File: config.mk
export PLATFORM = sky130hd
export DESIGN_NAME = mixvol_host_port
export DESIGN_NICKNAME = d
export VERILOG_FILES = /design/src/rtl/mixvol_pkg.sv /design/src/rtl/mixvol_sync.sv /design/src/rtl/mixvol_regfile.sv /design/src/rtl/mixvol_decode.sv /design/src/rtl/mixvol_host_port.sv
export SDC_FILE = /design/constraint.sdc
export NUM_CORES = 1
export LEC_CHECK = 0
export ABC_AREA = 1
export BUFFER_PORTS_ARGS = -buffer_cell sky130_fd_sc_hd__buf_2
export CAP_MARGIN = 10
export CORE_ASPECT_RATIO = 0.8
export CORE_MARGIN = 1
export CORE_UTILIZATION = 56
export DETAILED_ROUTE_END_ITERATION = 6
export PLACE_DENSITY = 0.87
export SLEW_MARGIN = 20
export SYNTH_ARGS = -nofsm -noshare
export SYNTH_HDL_FRONTEND = slang
export SYNTH_SLANG_ARGS = --single-unit
File: constraint.sdc
create_clock -name clk -period 3.2 [get_ports clk]
set_input_delay 0 -clock clk [delete_from_list [all_inputs] [get_ports clk]]
set_output_delay 0 -clock clk [all_outputs]
set_load 0.005 [all_outputs]
File: src/rtl/mixvol_pkg.sv
package mixvol_pkg;
  localparam int VOL_W    = 6;
  localparam int VOL_REGS = 19;
  localparam logic [VOL_W-1:0] VOL_RESET = {1'b1, {(VOL_W-1){1'b0}}};
endpackage

File: src/rtl/mixvol_sync.sv
module mixvol_sync #(
  parameter int W = 1,
  parameter int STAGES = 2,
  parameter logic [W-1:0] INIT = '0
) (
  input  logic         clk,
  input  logic         rst,
  input  logic [W-1:0] d,
  output logic [W-1:0] q
);
  logic [W-1:0] chain [STAGES];

  genvar g;
  generate
    for (g = 0; g < STAGES; g++) begin : g_stage
      always_ff @(posedge clk) begin
        if (rst) chain[g] <= INIT;
        else if (g == 0) chain[g] <= d;
        else chain[g] <= chain[(g == 0) ? 0 : g-1];
      end
    end
  endgenerate

  assign q = chain[STAGES-1];
endmodule

File: src/rtl/mixvol_regfile.sv
module mixvol_regfile #(
  parameter int DW = 6,
  parameter int NREG = 19,
  parameter int AW = 6,
  parameter logic [DW-1:0] RST_VAL = {1'b1, {(DW-1){1'b0}}}
) (
  input  logic             clk,
  input  logic             rst,
  input  logic             we,
  input  logic [AW-1:0]    addr,
  input  logic [DW-1:0]    wdata,
  output logic [DW-1:0]    rdata,
  output logic [NREG*DW-1:0] vol_flat
);
  logic [DW-1:0] vol [NREG];

  genvar i;
  generate
    for (i = 0; i < NREG; i++) begin : g_reg
      always_ff @(posedge clk) begin
        if (rst) vol[i] <= RST_VAL;
        else if (we && (addr == AW'(i))) vol[i] <= wdata;
      end
      assign vol_flat[i*DW +: DW] = vol[i];
    end
  endgenerate

  always_comb begin
    rdata = '0;
    for (int k = 0; k < NREG; k++)
      if (addr == AW'(k)) rdata = vol[k];
  end
endmodule

File: src/rtl/mixvol_decode.sv
module mixvol_decode #(
  parameter int DW = 6,
  parameter int NREG = 19,
  localparam int SW = DW - 1
) (
  input  logic               clk,
  input  logic               rst,
  input  logic [NREG*DW-1:0] vol_flat,
  output logic [NREG-1:0]    mute,
  output logic [NREG*SW-1:0] gain_step
);
  genvar i;
  generate
    for (i = 0; i < NREG; i++) begin : g_ch
      logic [DW-1:0] v;
      assign v = vol_flat[i*DW +: DW];
      always_ff @(posedge clk) begin
        if (rst) begin
          mute[i] <= 1'b1;
          gain_step[i*SW +: SW] <= '0;
        end else begin
          mute[i] <= v[DW-1];
          gain_step[i*SW +: SW] <= v[DW-1] ? '0 : v[SW-1:0];
        end
      end
    end
  endgenerate
endmodule

File: src/rtl/mixvol_host_port.sv
module mixvol_host_port #(
  parameter int DW = mixvol_pkg::VOL_W,
  parameter int NREG = mixvol_pkg::VOL_REGS,
  parameter int SYNC_STAGES = 2,
  localparam int SW = DW - 1,
  localparam int CW = DW + 4
) (
  input  logic               clk,
  input  logic               rst,
  input  logic               cs_n,
  input  logic               wr_n,
  input  logic               rd_n,
  input  logic               sel,
  input  logic [DW-1:0]      bus_in,
  output logic [DW-1:0]      bus_out,
  output logic               bus_oe,
  output logic               xcvr_en_n,
  output logic               xcvr_dir,
  output logic [NREG-1:0]    mute,
  output logic [NREG*SW-1:0] gain_step
);
  // Synchronized host lines: {cs_n, wr_n, rd_n, sel, data}
  logic [CW-1:0] s_all;
  logic s_cs, s_wr, s_rd, s_sel;
  logic [DW-1:0] s_dat;

  mixvol_sync #(.W(CW), .STAGES(SYNC_STAGES),
                .INIT({4'b1110, {DW{1'b0}}})) u_sync (
    .clk(clk), .rst(rst),
    .d({cs_n, wr_n, rd_n, sel, bus_in}),
    .q(s_all)
  );
  assign {s_cs, s_wr, s_rd, s_sel, s_dat} = s_all;

  // One-cycle delayed copies for edge detection
  logic q_cs, q_wr, q_rd, q_sel;
  logic [DW-1:0] q_dat;
  always_ff @(posedge clk) begin
    if (rst) begin
      q_cs <= 1'b1; q_wr <= 1'b1; q_rd <= 1'b1; q_sel <= 1'b0;
      q_dat <= '0;
    end else begin
      q_cs <= s_cs; q_wr <= s_wr; q_rd <= s_rd; q_sel <= s_sel;
      q_dat <= s_dat;
    end
  end

  // Commit on the strobe's rising edge; a pending read wins
  logic commit, addr_we, data_we;
  assign commit  = s_wr & ~q_wr & ~q_cs & q_rd;
  assign addr_we = commit & ~q_sel;
  assign data_we = commit &  q_sel;

  logic [DW-1:0] addr_q;
  always_ff @(posedge clk) begin
    if (rst) addr_q <= '0;
    else if (addr_we) addr_q <= q_dat;
  end

  logic [DW-1:0] rdata;
  logic [NREG*DW-1:0] vol_flat;

  mixvol_regfile #(.DW(DW), .NREG(NREG), .AW(DW),
                   .RST_VAL(mixvol_pkg::VOL_RESET)) u_regs (
    .clk(clk), .rst(rst), .we(data_we), .addr(addr_q),
    .wdata(q_dat), .rdata(rdata), .vol_flat(vol_flat)
  );

  mixvol_decode #(.DW(DW), .NREG(NREG)) u_dec (
    .clk(clk), .rst(rst), .vol_flat(vol_flat),
    .mute(mute), .gain_step(gain_step)
  );

  // Registered bus side and transceiver controls
  logic rd_active;
  assign rd_active = ~s_cs & ~s_rd;

  always_ff @(posedge clk) begin
    if (rst) begin
      bus_oe    <= 1'b0;
      bus_out   <= '0;
      xcvr_dir  <= 1'b1;
      xcvr_en_n <= 1'b1;
    end else begin
      bus_oe    <= rd_active;
      bus_out   <= rd_active ? (s_sel ? rdata : addr_q) : '0;
      xcvr_dir  <= ~rd_active;
      xcvr_en_n <= s_cs;
    end
  end
endmodule

==> run_results.csv <==
group,metric,value,unit
status,status,"finished clean",
die,die_width,149,µm
final_layout,area_growth,19.3,%
setup_path,r2r_start,"addr_q[2]",
detailed_routing,postRouteAntennaNets,0,
power_and_ir_drop,powerDensity,616,nW/µm²
yosys,syn_inst,1027,
power_and_ir_drop,internal_power,5.73,mW
sta,max_slew_margin,31.8,%
sta,hold_viol,0,
sta,finalSetupTns,0,ns
sta,finalCritPeriodShare,78.7,%
run,cap_violations,0,
grt,use_met2,41.1,%
detailed_routing,viasPerCell,5.26,
yosys,yosysSeqAreaShare,67.6,%
setup_path,critical_path_class,"reg -> reg",
clock_tree,insertion_delay,0.53,ns
yosys,yosys.area.top_type,"edfxtp_1",
setup_path,startpoint,"addr_q[2]",
grt,overflow,0,
final_layout,finalNetCount,1178,
clock_tree,htreeDepth,1,
grt,grt_use_met1,33.2,%
final_layout,stdcell_count,1405,
power_and_ir_drop,p_sw,1.44,mW
setup_path,worst-path-max-fanout,16,
placement,placed_cells,1348,
final_layout,n_antenna_cell,0,
setup_path,arrival,2.67,ns
die,core-area,16800,µm²
yosys,synth_top_area_share,35.1,%
setup_path,endpoint_kind,"flip-flop",
grt,antenna_found_initial,0,
die,die_area,17900,µm²
clock_tree,cts_sinks,272,
grt,grt_pass1_vias,6961,
clock_tree,cts_resized,0,
setup_path,cp.required,3.35,ns
yosys,syn_avg_cell_area,9.48,µm²
placement,gp_congestion,0.915,
yosys,synth-warning-count,0,
detailed_routing,drt-initial-drc-count,990,
power_and_ir_drop,clkPwrFrac,46.3,%
power_and_ir_drop,ir_drop,0.000386,V
grt,grt_max_degree,63,
sta,skew,0.0175,ns
detailed_routing,vias,7392,
grt,grt_pass1_wl,35100,µm
detailed_routing,drt_pre_antenna_iters,6,
clock_tree,tritoncts,"built",
power_and_ir_drop,combPwrFrac,2.1,%
detailed_routing,wirelength,22800,µm
placement,dp.final_hpwl,14700,µm
sta,slew_viol_final,0,
yosys,syn-num-nets,1039,
grt,busiest_layer,"met2",
die,ios,135,
yosys,synth_seq_cells,272,
power_and_ir_drop,p_leak,4.82,nW
sta,period_needed,2.52,ns
final_layout,fillers,1167,
grt,grt.total_usage,25.4,%
sta,setup_viol,0,
placement,port-buffer-count,134,
clock_tree,cts_buffer_depth,3,
power_and_ir_drop,seq_power_share,51.6,%
setup_path,start_kind,"flip-flop",
die,initial_core_util,58.1,%
clock_tree,numCtsBuffers,26,
clock_tree,clk_pin_slew,0.07,ns
die,fp-row-count,42,
final_layout,final_layout_size_suffix_gt1_share,18.9,%
yosys,yosys-top-cells-area,"edfxtp_1, dfxtp_1, nor2_1",
detailed_routing,drc_errors,0,
yosys,synth_area,9740,µm²
detailed_routing,routedWlPerCell,16.2,µm
hold_path,worstHoldPathType,"in -> reg",
power_and_ir_drop,p_sw_share,20.1,%
clock_tree,root_buffer,"clkbuf_16",
sta,worst_pin_slew,1.02,ns
hold_path,hold_start,"rst",
grt,grtUsageMet3,5.21,%
yosys,yosys.cell_types.count,23,
die,die_y,120,µm
sta,fmax,0.397,GHz
sta,rsz0062_at_grt,"no",
-- synth_stat cells --
cell / n
nor2_1: 257
inv_1: 170
dfxtp_1: 158
nand2_1: 124
edfxtp_1: 114
clkbuf_1: 32
a21oi_1: 31
o21ai_0: 27
nand4_1: 24
or2_2: 22
nand3_1: 20
nor3_1: 17
clkinv_1: 6
nor2_2: 5
nor2_4: 5
inv_2: 4
buf_1: 2
buf_4: 2
nand2_2: 2
nand3_2: 2
buf_2: 1
nand3b_1: 1
nor3_2: 1
-- worst max-delay path, cell delays in order (launching register included) --
cell and delay (ns):
dfxtp_1 0.38, nor2_4 0.37, nand3_2 0.16, nor2_1 0.40, inv_1 0.14, o21ai_0 0.70
-- logic make-up (layout without fill, tap and decap cells) --
group | Yosys count | in the layout | synth area share (%)
simple gates | 480 | 480 | 21.0
flops | 272 | 272 | 67.6
buf+inv | 217 | 375 | 8.45
compound gates | 58 | 58 | 2.98
-- metrics by stage --
step	power, mW	util (%)	setup WS [ns]	hold WS, ns	area [µm²]
floorplan	3.85	-	1.18	0.104	9740
global placement	3.90	63.0	0.937	0.182	10600
detailed placement	3.90	63.0	0.793	0.187	10600
CTS	7.20	69.3	0.735	0.0898	11600
global route	7.35	69.3	0.596	0.127	11600
finish	7.16	69.3	0.682	0.110	11600
-- sequential cells by signal, indices dropped and copies added, names as in the netlist --
signal / count
q_rd: 1
u_regs.vol: 114
q_wr: 1
q_dat: 6
bus_oe: 1
bus_out: 6
xcvr_dir: 1
addr_q: 6
u_dec.gain_step: 95
u_dec.mute: 19
q_sel: 1
xcvr_en_n: 1
u_sync.chain: 20
-- worst paths after layout --
| path | endpoint | slack [ns] | depth (start not counted) |
|---|---|---|---|
| min reg2reg | q_dat[1] | 0.39 | 2 |
| min | u_sync.chain[1][6] | 0.11 | 3 |
| max reg2reg | u_regs.vol[4][10] | 0.68 | 5 |
| max | u_regs.vol[4][10] | 0.68 | 5 |
-- routing by layer --
metal | part of all wire [%] | vias up
met5 | 0 | -
met4 | 3.8 | 0
met3 | 11 | 83
met2 | 46 | 527
met1 | 39 | 3336
li1 | - | 3446
-- power by group through the flow --
| stage | clock (mW) | sequential, mW | combinational [mW] |
|---|---|---|---|
| 3_3_place_gp | 0 | 3.77 | 0.132 |
| 5_1_grt | 3.49 | 3.70 | 0.166 |
| 4_1_cts | 3.36 | 3.69 | 0.149 |
| 6_report | 3.32 | 3.69 | 0.153 |
| 3_5_place_dp | 0 | 3.77 | 0.136 |
| 2_1_floorplan | 0 | 3.75 | 0.0921 |
-- placed cells by master (no fill, tap or decap), types with 22 or more instances in the layout --
cell / synthesis / final
clkbuf_16: 0 / 30
or2_2: 22 / 22
edfxtp_1: 114 / 114
a21oi_1: 31 / 31
nand2_1: 124 / 124
dfxtp_1: 158 / 158
inv_1: 170 / 170
nor2_1: 257 / 257
buf_2: 1 / 134
nand4_1: 24 / 24
o21ai_0: 27 / 27
-- what timing repair did --
item,4_1_cts,5_1_grt
endpoints found under the setup margin,0,0
buffers inserted,0,0
hold buffers,10,0
endpoints found under the hold margin,10,0
-- layout make-up --
cell class / count / area (µm²) / share of cell area (%)
multi-input cells: 538 / 2330 / 20.1
repair buffers: 148 / 801 / 6.89
clock buffers: 35 / 810 / 6.96
clock inverters: 12 / 146 / 1.26
inverters: 180 / 676 / 5.81
well taps: 220 / 275 / 2.37
flip-flops and latches: 272 / 6590 / 56.7
Note: power is estimated with default switching activity, not from simulation.
